`src/rtl/sysctl_regfile.sv`:
```
module sysctl_regfile #(
  parameter int DW         = 32,
  parameter int NREG       = 16,
  parameter int CLKRST_BIT = 2
) (
  input  logic          clk,
  input  logic          rst_n,
  input  logic [31:0]   instr,
  input  logic          priv,
  input  logic          rd_en,
  input  logic          wr_en,
  input  logic [DW-1:0] wdata,
  output logic [DW-1:0] rdata,
  output logic          accept,
  output logic          reject
);
  localparam int AW = $clog2(NREG);

  function automatic logic [DW-1:0] wmask(input logic [AW-1:0] i);
    case (i)
      AW'(0):  wmask = DW'(32'h0FFF_F77F);
      AW'(4), AW'(5), AW'(7), AW'(11): wmask = '0;
      AW'(6):  wmask = DW'(32'h0000_000F);
      AW'(10): wmask = DW'(32'hC0DF_003F);
      AW'(14): wmask = DW'(32'hC000_0000);
      default: wmask = '1;
    endcase
  endfunction

  logic [DW-1:0] mem [NREG];
  logic [AW-1:0] sel;
  logic          req, legal;

  assign sel    = instr[16 +: AW];
  assign req    = rd_en | wr_en;
  assign legal  = priv && instr[3:0] == 4'd0 && instr[23:21] == 3'd0 &&
                  instr[7:5] == 3'd0 && sel != AW'(4) && sel != AW'(5);
  assign accept = req & legal;
  assign reject = req & ~legal;
  assign rdata  = (accept && rd_en) ? mem[sel] : '0;

  always_ff @(posedge clk) begin
    if (!rst_n) begin
      for (int i = 0; i < NREG; i++) mem[i] <= '0;
    end else if (wr_en && accept) begin
      mem[sel] <= wdata & wmask(sel);
      if (sel == AW'(0) && wdata[CLKRST_BIT]) mem[1] <= '0;
    end
  end

  p_user_reject_r2: assert property (@(posedge clk) disable iff (!rst_n)
    (req && !priv) |-> (reject && !accept));
  p_hole_reject_r3: assert property (@(posedge clk) disable iff (!rst_n)
    (req && (sel == AW'(4) || sel == AW'(5))) |-> !accept);
  p_reject_keep_r4: assert property (@(posedge clk) disable iff (!rst_n)
    (wr_en && reject) |=> $stable(mem[NREG-1]));
  p_ctl_mask_r5: assert property (@(posedge clk) disable iff (!rst_n)
    (wr_en && accept && sel == AW'(0)) |=> (mem[0] & ~DW'(32'h0FFF_F77F)) == '0);
  p_clk_clear_r5: assert property (@(posedge clk) disable iff (!rst_n)
    (wr_en && accept && sel == AW'(0) && wdata[CLKRST_BIT]) |=> mem[1] == '0);
  p_cfg_mask_r6: assert property (@(posedge clk) disable iff (!rst_n)
    (wr_en && accept && sel == AW'(6)) |=> mem[6] == ($past(wdata) & DW'(32'hF)));
  p_full_write_r9: assert property (@(posedge clk) disable iff (!rst_n)
    (wr_en && accept && sel == AW'(NREG-1)) |=> mem[NREG-1] == $past(wdata));
endmodule

```
`config.mk`:
```
export PLATFORM = sky130hd
export DESIGN_NAME = sysctl_regfile
export DESIGN_NICKNAME = d
export VERILOG_FILES = /design/src/rtl/sysctl_regfile.sv
export SDC_FILE = /design/constraint.sdc
export NUM_CORES = 1
export LEC_CHECK = 0
export ABC_AREA = 1
export BUFFER_PORTS_ARGS = -buffer_cell sky130_fd_sc_hd__buf_2
export CAP_MARGIN = 15
export CELL_PAD_IN_SITES_DETAIL_PLACEMENT = 1
export CELL_PAD_IN_SITES_GLOBAL_PLACEMENT = 1
export CORE_MARGIN = 3
export CORE_UTILIZATION = 52
export CTS_BUF_LIST = sky130_fd_sc_hd__clkbuf_16
export CTS_CLUSTER_DIAMETER = 50
export DETAILED_ROUTE_END_ITERATION = 8
export GPL_TIMING_DRIVEN = 0
export PLACE_DENSITY_LB_ADDON = 0.1
export SLEW_MARGIN = 10
export SYNTH_ARGS = -nofsm -noshare
export SYNTH_HDL_FRONTEND = slang
export SYNTH_SLANG_ARGS = --single-unit
```
`constraint.sdc`:
```
create_clock -name clk -period 8.6 [get_ports clk]
set_input_delay 0.86 -clock clk [delete_from_list [all_inputs] [get_ports clk]]
set_output_delay 0.86 -clock clk [all_outputs]
set_load 0.01 [all_outputs]
```
==> impl_metrics.csv, run 1 <==
group,metric,value,unit
outcome,status,"completed",
drt,iter_0_drt_violations,2117,
global_routing,grt_max_degree,23,
place,postPlaceCellArea,24300,sq um
synthesis,netlist-cell-type-count,24,
sta,maxClockFrequency,227,MHz
finish,biggestRegsByFlops,"mem (512)",
die,row_count,74,
sta,timing.final.max_slew_violations,0,
synthesis,asyncSetResetFlopFracSynth,0,%
sta,final_period_minus_worst_setup_slack,4410,ps
finish,largest_register,"mem",
synthesis,synth.area.top_cells,"edfxtp_1 70%, nor2_1 11%, nand2_1 5.2%",
sta,fin_tns_setup,0,ps
drt,via_count,17300,
die,placeableCoreArea,41300,sq um
clock_network,cts-buffers-inserted,54,
finish,antenna-diode-count,0,
drt,ratio_of_routed_vias_to_standard_cells,5.84,
drt,drt_wl_total,79.6,mm
power,power.static_leakage,10.3,nW
worst_setup_path,worstSetupEndpoint,"rdata[26]",
worst_setup_path,crit_path_start,"instr[17]",
clock_network,cts_max_level,2,
finish,syn2layout_area_growth,18.1,%
worst_setup_path,worst-endpoint-arrival,3550,ps
synthesis,yosys_most_used_dff,"edfxtp_1",
power,vdd_drop_max,173,uV
drt,routedWlPerCell,26.9,um
power,power_per_cell_area,217,nW/um^2
global_routing,grt_pass1_vias,18600,
run,max_cap_violations,0,
clock_network,path_clk_slew,60,ps
synthesis,synthDominantCellAreaShare,70.0,%
synthesis,synth_top_cells_by_count,"657 x nor2_1, 512 x edfxtp_1, 303 x nand2_1, 178 x o21ai_0, 83 x inv_1",
global_routing,groute.usage.overall,36.0,%
sta,finalSetupViolations,0,
clock_network,cts_resized,0,
synthesis,synth_seq_cells,512,
die,design.die.area,44700,sq um
global_routing,grt_remaining_overflow,0,
synthesis,synth_edf_count,512,
global_routing,grt_pass1_wl,116,mm
worst_setup_path,worst-setup-path-type,"in2out",
sta,grt_setup_unrepaired,"no",
drt,dr.pass1.iters,5,
worst_setup_path,critPathLaunchType,"input port",
hold_path,holdCritStartpoint,"wdata[0]",
drt,drt_drc_violations_left,0,
finish,final-seq-area,15400,sq um
die,io_pins,103,
finish,n_fill_cell,4506,
worst_setup_path,endpoint_kind,"output pin",
place,dp_hpwl,52.7,mm
clock_network,max-clock-path-buffers,3,
die,chipHeight,212,um
synthesis,synthesis.area_per_instance,10.8,sq um
clock_network,cts_setup_buffers,0,
synthesis,yosysWarnings,0,
clock_network,clock_sinks,512,
worst_setup_path,critPathRequiredTime,7740,ps
finish,fin_util,62.8,%
synthesis,yosys.cell_count.top_type,"nor2_1",
sta,worst_slew_margin_relative_to_its_limit,13.0,%
finish,post_route_cells_drive_above_1_share,12.1,%
clock_network,ctsHoldBuffers,0,
synthesis,synth.yosys.seq_area_share,70.0,%
clock_network,root_buffer,"clkbuf_16",
place,count_of_input_and_output_buffers,82,
hold_path,holdCritPathClass,"in2reg",
sta,period_share,51.3,%
finish,multi_input_comb_area,6500,sq um
finish,largest_register_ff_count,512,
synthesis,synth_top_cell_by_area,"edfxtp_1",
die,fp.dieW,212,um
finish,final_design_area_no_fill,25900,sq um
die,start_util,53.2,%
drt,postRouteAntennaNets,0,
sta,timing_worst_slew_pin_value,1310,ps
synthesis,post_synth_instance_area,22000,sq um
power,totalPowerFinal,0.00564,W
clock_network,tritoncts_clock_tree,"built",
finish,nets,2457,
sta,finalHoldViolations,0,
global_routing,antenna_found_initial,0,
place,gp_routability_congestion,0.874,
worst_setup_path,crit_path_max_fanout,10,
synthesis,post_synth_inst_count,2025,
critical path: stages:
cell and delay [ps]:
buf_2 180, inv_2 90, nand2_2 250, clkbuf_1 830
o21ai_0 190, o21ai_0 660, nand2_1 100, nor2_1 200
buf_2 170
kinds of logic (layout without fill, tap and decap cells):
family / Yosys count / count (layout) / synth area share [%]
flops: 512 / 512 / 70.0
buf+inv: 201 / 399 / 4.23
simple gates: 1053 / 1053 / 19.4
compound gates: 258 / 258 / 6.41
other cells: 1 / 209 / 0.0171
area by class of cell:
| cell class | instances | share of cell area (%) |
|---|---|---|
| Inverter | 89 | 1.29 |
| Multi-Input combinational cell | 1520 | 25.0 |
| Sequential cell | 512 | 59.2 |
| Timing Repair Buffer | 99 | 3.15 |
| Tap cell | 532 | 2.57 |
| Clock inverter | 42 | 0.921 |
| Clock buffer | 57 | 5.50 |
| Buffer | 112 | 2.30 |
worst min path at each step:
stage                end  slack [ps]  depth (start not counted)
2_1_floorplan  mem[2][3]        1100                          2
3_3_place_gp   mem[2][0]        1250                          3
3_5_place_dp   mem[2][0]        1260                          3
4_1_cts        mem[2][0]         620                          3
5_1_grt        mem[2][0]         650                          3
6_report       mem[2][0]         660                          3
through the flow:
stage          setup WS [ps]  cells  hold slack (ps)
3_5_place_dp            4260   2864             1260
6_report                4190   2963              663
2_1_floorplan           4280   2233             1100
5_1_grt                 4140   2963              650
4_1_cts                 4260   2963              623
3_3_place_gp             454   2847             1250
metal layers:
layer,track usage [%],wire (um),vias to the layer above
met5,0,0,-
met4,18.8,4670,0
met3,6.89,7890,284
met2,59.2,37900,1034
met1,45.8,29200,8646
li1,-,-,7347
layout by cell type, fill, tap and decap left out, types with 5 or more instances in the layout:
master     count
a21oi_1        5
buf_12         8
buf_16         9
buf_2        120
buf_6         17
clkbuf_1      56
clkbuf_16     57
clkinv_1      18
clkinv_2       9
conb_1       209
edfxtp_1     512
inv_1         92
inv_2          6
nand2_1      291
nand2_2       13
nand3_1       36
nand4_1        8
nand4_4        6
nor2_1       657
nor2_2         8
o21ai_0      176
o21ai_1       13
o21bai_1      31
o22ai_1       31
or2_2         31
power breakdown:
group	switching, W	internal (W)
sequential	0.0000460	0.00291
clock	0.000984	0.00125
combinational	0.000348	0.000107
total	0.00138	0.00426
Power figures use the tool's default switching activity.
==> run 2: changes to the inputs <==
--- a/config.mk
+++ b/config.mk
@@ -11,7 +11,7 @@
 export CELL_PAD_IN_SITES_DETAIL_PLACEMENT = 1
 export CELL_PAD_IN_SITES_GLOBAL_PLACEMENT = 1
 export CORE_MARGIN = 3
-export CORE_UTILIZATION = 52
+export CORE_UTILIZATION = 49
 export CTS_BUF_LIST = sky130_fd_sc_hd__clkbuf_16
 export CTS_CLUSTER_DIAMETER = 50
 export DETAILED_ROUTE_END_ITERATION = 8
==> constraint.sdc (replaced) <==
create_clock -name clk -period 4.1 [get_ports clk]
set_input_delay 0.41 -clock clk [delete_from_list [all_inputs] [get_ports clk]]
set_output_delay 0.41 -clock clk [all_outputs]
set_load 0.01 [all_outputs]
==> run 2 against run 1 <==
Compared with the run above:
- combinational power up 110%
- flip-flop and latch count unchanged
- global-route usage down 2.5 points
- core utilization down 3.1 points
- via count down 1.2%
- critical path type unchanged
- first-iteration DRC count down 13%
- setup slack worse by 3700 ps
- clock power up 120%
- cell area up 0.47%
- routed wire length down 1.3%
- die area up 5.9%
- sequential power up 110%
- highest routed layer is now met5
==> impl_metrics.csv, run 2 (synthesis results as in run 1) <==
group,metric,value,unit
sta,timing.final.ws_setup,536,ps
worst_setup_path,cp_slowest_cell,"clkbuf_1",
die,fp.dieW,218,um
finish,fin_util,59.7,%
die,start_util,50.3,%
sta,timing.final.max_slew_violations,0,
worst_setup_path,endpoint_kind,"output pin",
die,chipHeight,218,um
drt,drt_drc_violations_left,0,
drt,ratio_of_routed_vias_to_standard_cells,5.67,
global_routing,antenna_found_initial,1,
clock_network,cts_resized,0,
global_routing,grt_max_degree,26,
sta,maxClockFrequency,281,MHz
global_routing,grt_pass1_vias,18100,
worst_setup_path,critPathLaunchType,"input port",
run,max_cap_violations,0,
sta,grt_setup_unrepaired,"no",
drt,iter_0_drt_violations,1835,
worst_setup_path,worst-setup-path-type,"in2out",
drt,via_count,17100,
die,io_pins,103,
place,count_of_input_and_output_buffers,82,
clock_network,cts_max_level,2,
drt,postRouteAntennaNets,0,
global_routing,groute.usage.overall,33.5,%
finish,syn2layout_area_growth,18.7,%
die,design.die.area,47400,sq um
finish,final_cell_mix,"657 x nor2_1, 512 x edfxtp_1, 291 x nand2_1",
clock_network,clock_sinks,512,
clock_network,ctsHoldBuffers,0,
sta,period_share,86.9,%
drt,drt_wl_total,78.6,mm
finish,largest_register_ff_count,512,
drt,dr.pass1.iters,5,
place,gp_routability_congestion,0.872,
die,row_count,76,
power,power_per_cell_area,462,nW/um^2
drt,routedWlPerCell,26.0,um
finish,multi_input_comb_area,6500,sq um
sta,fin_tns_setup,0,ps
sta,final_period_minus_worst_setup_slack,3560,ps
finish,post_route_cells_drive_above_1_share,12.3,%
hold_path,holdCritPathClass,"in2reg",
power,power.static_leakage,10.3,nW
finish,layout.cells.most_common,"nor2_1",
global_routing,grt_pass1_wl,114,mm
clock_network,cts-buffers-inserted,56,
worst_setup_path,crit_path_max_fanout,10,
worst_setup_path,count_of_buffering_cells_on_the_critical_path_with_inverters_included,4,
clock_network,root_buffer,"clkbuf_16",
sta,finalHoldViolations,0,
sta,timing_worst_slew_pin_value,1150,ps
finish,final-seq-area,15400,sq um
worst_setup_path,delay_contributed_by_the_slowest_stage_of_the_critical_path,820,ps
clock_network,tritoncts_clock_tree,"built",
worst_setup_path,worstPathCellList,"buf_2 > nor2_4 > inv_2 > clkbuf_1 > o21ai_0 > o21ai_0 > nand2_1 > nor2_1 > buf_2",
worst_setup_path,worst-endpoint-arrival,3150,ps
worst_setup_path,critical_path.top_delay_family,"buffers and inverters",
finish,largest_register,"mem",
finish,nets,2459,
sta,finalSetupViolations,0,
power,vdd_drop_max,326,uV
place,placement.setup.worst_slack,547,ps
sta,worst_slew_margin_relative_to_its_limit,23.4,%
outcome,status,"completed",
finish,n_fill_cell,4784,
sta,finalHoldWorstSlack,212,ps
clock_network,max-clock-path-buffers,3,
place,dp_hpwl,51.3,mm
worst_setup_path,critPathRequiredTime,3690,ps
clock_network,path_clk_slew,60,ps
clock_network,cts_setup_buffers,0,
finish,biggestRegsByFlops,"mem (512)",
global_routing,grt_remaining_overflow,0,
die,placeableCoreArea,43600,sq um
==> run 2: cell count changes in the layout (fill, tap and decap cells not counted) <==
cell / change
clkinv_4: +1
clkinv_1: -3
buf_16: -5
buf_12: +5
bufinv_16: +3
diode_2: +2
==> run 2: per-stage QoR <==
| stage | std cells | power, W | instance area, sq um |
|---|---|---|---|
| 3_3_place_gp | 2900 | 0.00711 | 23900 |
| 5_1_grt | 3017 | 0.0124 | 26100 |
| 3_5_place_dp | 2917 | 0.00720 | 24300 |
| 2_1_floorplan | 2233 | 0.00675 | 22700 |
| 6_report | 3019 | 0.0120 | 26100 |
| 4_1_cts | 3017 | 0.0120 | 26100 |
==> run 2: worst paths after layout <==
kind | startpoint | end | slack [ps] | cells past startpoint
max | instr[16] | rdata[26] | 540 | 9
min | wdata[0] | mem[2][0] | 210 | 3
==> run 2: worst min-delay path, stage by stage <==
cell and delay (ps):
buf_2 120, nand2_1 80, nor2_1 100
==> run 2: layout make-up <==
type / instances / area share [%]
sequential: 512 / 59.0
clock buffer: 57 / 5.47
inverter: 89 / 1.28
multi-input combinational: 1520 / 24.9
antenna: 2 / 0.0192
tap: 585 / 2.81
buffer: 112 / 2.28
clock inverter: 43 / 1.25
timing repair buffer: 99 / 2.99
==> run 2: metal layers <==
metal / up-vias / part of all wire [%] / global-route usage [%]
met5: - / 0.020 / 0
met4: 2 / 5.6 / 17.5
met3: 242 / 9.3 / 5.70
met2: 934 / 47 / 55.0
met1: 8583 / 38 / 43.0
li1: 7347 / - / -
==> run 2: power breakdown <==
part | total, W | internal (W) | switching (W)
clock network | 0.00491 | 0.00282 | 0.00209
logic | 0.000944 | 0.000220 | 0.000724
registers | 0.00619 | 0.00609 | 0.0000923
total | 0.0120 | 0.00913 | 0.00291
==> run 3: changes to the inputs <==
--- a/config.mk
+++ b/config.mk
@@ -16,7 +16,7 @@
 export CTS_CLUSTER_DIAMETER = 50
 export DETAILED_ROUTE_END_ITERATION = 8
 export GPL_TIMING_DRIVEN = 0
-export PLACE_DENSITY_LB_ADDON = 0.1
+export PLACE_DENSITY_LB_ADDON = 0.15
 export SLEW_MARGIN = 10
 export SYNTH_ARGS = -nofsm -noshare
 export SYNTH_HDL_FRONTEND = slang
==> constraint.sdc (replaced) <==
create_clock -name clk -period 3.3 [get_ports clk]
set_input_delay 0.33 -clock clk [delete_from_list [all_inputs] [get_ports clk]]
set_output_delay 0.33 -clock clk [all_outputs]
set_load 0.01 [all_outputs]
==> run 3 against run 2 <==
Compared with the run above:
- the flow now finishes with violations (negative setup slack)
- first-iteration DRC count up 13%
- power is 24% higher
- core utilization rose by 0.13 points
- clock-buffer cell count stayed put
- critical path depth rose by 2
- clock power increased by 24%
- cell area up 0.21%
- largest power group unchanged
- highest routed layer unchanged
==> impl_metrics.csv, run 3 (synthesis results as in run 1) <==
group,metric,value,unit
place,placement.setup.worst_slack,-235,ps
drt,ratio_of_routed_vias_to_standard_cells,5.71,
die,row_count,76,
finish,largest_register_ff_count,512,
finish,fin_util,59.9,%
clock_network,cts_max_level,2,
sta,timing.final.ws_setup,-1.33,ps
clock_network,path_clk_slew,60,ps
clock_network,cts-buffers-inserted,56,
sta,grt_setup_unrepaired,"no",
clock_network,ctsHoldBuffers,0,
sta,worst_slew_margin_relative_to_its_limit,21.9,%
finish,post_route_cells_drive_above_1_share,12.3,%
sta,finalSetupViolations,1,
place,gp_routability_congestion,0.879,
drt,drt_drc_violations_left,0,
die,chipHeight,218,um
worst_setup_path,worst-endpoint-arrival,2970,ps
sta,final_period_minus_worst_setup_slack,3300,ps
worst_setup_path,crit_path_max_fanout,10,
finish,final_cell_mix,"657 x nor2_1, 512 x edfxtp_1, 291 x nand2_1",
outcome,violations,"negative setup slack",
worst_setup_path,endpoint_kind,"output pin",
place,dp_hpwl,52.6,mm
sta,fin_tns_setup,-1.33,ps
worst_setup_path,critPathLaunchType,"input port",
drt,via_count,17200,
sta,period_share,100,%
finish,largest_register,"mem",
finish,n_fill_cell,4759,
die,placeableCoreArea,43600,sq um
global_routing,grt_remaining_overflow,0,
global_routing,grt_pass1_wl,115,mm
global_routing,grt_pass1_vias,18500,
die,fp.dieW,218,um
drt,routedWlPerCell,26.4,um
global_routing,groute.usage.overall,34.0,%
finish,syn2layout_area_growth,18.9,%
finish,biggestRegsByFlops,"mem (512)",
power,totalPowerFinal,0.0150,W
clock_network,tritoncts_clock_tree,"built",
place,count_of_input_and_output_buffers,82,
sta,timing_worst_slew_pin_value,1170,ps
clock_network,root_buffer,"clkbuf_16",
finish,layout.cells.most_common,"nor2_1",
sta,finalHoldViolations,0,
sta,timing.final.max_slew_violations,0,
global_routing,grt_max_degree,26,
finish,nets,2458,
clock_network,clock_sinks,512,
worst_setup_path,worst-setup-path-type,"in2out",
sta,maxClockFrequency,303,MHz
power,power_per_cell_area,573,nW/um^2
drt,drt_wl_total,79.7,mm
global_routing,antenna_found_initial,2,
hold_path,holdCritPathClass,"in2reg",
die,io_pins,103,
finish,final-seq-area,15400,sq um
die,design.die.area,47400,sq um
finish,multi_input_comb_area,6500,sq um
run,max_cap_violations,0,
clock_network,max-clock-path-buffers,3,
drt,dr.pass1.iters,5,
worst_setup_path,critPathRequiredTime,2970,ps
outcome,status,"complete, but fails checks",
drt,iter_0_drt_violations,2067,
power,power.static_leakage,10.4,nW
die,start_util,50.3,%
clock_network,cts_setup_buffers,0,
drt,postRouteAntennaNets,0,
power,vdd_drop_max,438,uV
run 3: cell types whose count changed in the layout (fill, tap and decap cells not counted):
cell | previous run | this run
buf_12 | 13 | 5
buf_16 | 4 | 12
clkinv_1 | 15 | 11
inv_1 | 92 | 95
clkbuf_1 | 56 | 55
clkinv_2 | 9 | 10
clkinv_4 | 2 | 1
diode_2 | 2 | 1
inv_6 | 1 | 2
o21ai_0 | 176 | 175
o21ai_1 | 13 | 14
run 3: area by class of cell:
class                   instances  area share, %
multi-input cells            1520           24.9
well taps                     585           2.80
flip-flops and latches        512           58.8
diodes                          1        0.00958
clock buffers                  57           5.46
repair buffers                 99           3.22
plain buffers                 111           2.27
inverters                      89           1.28
clock inverters                43           1.25
run 3: metrics by stage:
stage          hold WS, ps  std cells  area [sq um]
4_1_cts                122       3017         26100
2_1_floorplan          569       2233         22700
3_5_place_dp           729       2917         24400
5_1_grt                149       3016         26100
6_report               149       3017         26100
3_3_place_gp           727       2900         23900
run 3: metal layers:
metal | part of all wire (%) | vias up | global-route usage (%)
met5 | 0.016 | - | 0
met4 | 5.5 | 2 | 17.2
met3 | 9.8 | 274 | 5.84
met2 | 48 | 995 | 57.5
met1 | 36 | 8609 | 42.4
li1 | - | 7358 | -
run 3: what timing repair did:
| action | CTS | global route |
|---|---|---|
| endpoints found under the setup margin | 1 | 1 |
| pin swaps | 0 | 0 |
| gates resized for setup | 1 | 0 |
run 3: final timing paths:
path,from,endpoint,cells after the start
setup / recovery,instr[19],rdata[26],11
hold / removal,wdata[1],mem[2][1],3
run 3: worst max-delay path, stage by stage:
cell and delay, ps:
buf_2 170, inv_2 70, nand2_1 110, nor2_1 80, nor2_1 120, nand2_1 200, nor2_1 730, clkbuf_1 610
nand2_1 170, nor2_1 210, buf_2 170
run 3: power breakdown:
part / switching [W] / internal (W) / total (W)
clock: 0.00259 / 0.00350 / 0.00609
sequential: 0.000120 / 0.00757 / 0.00769
combinational: 0.000902 / 0.000281 / 0.00118
total: 0.00361 / 0.0114 / 0.0150
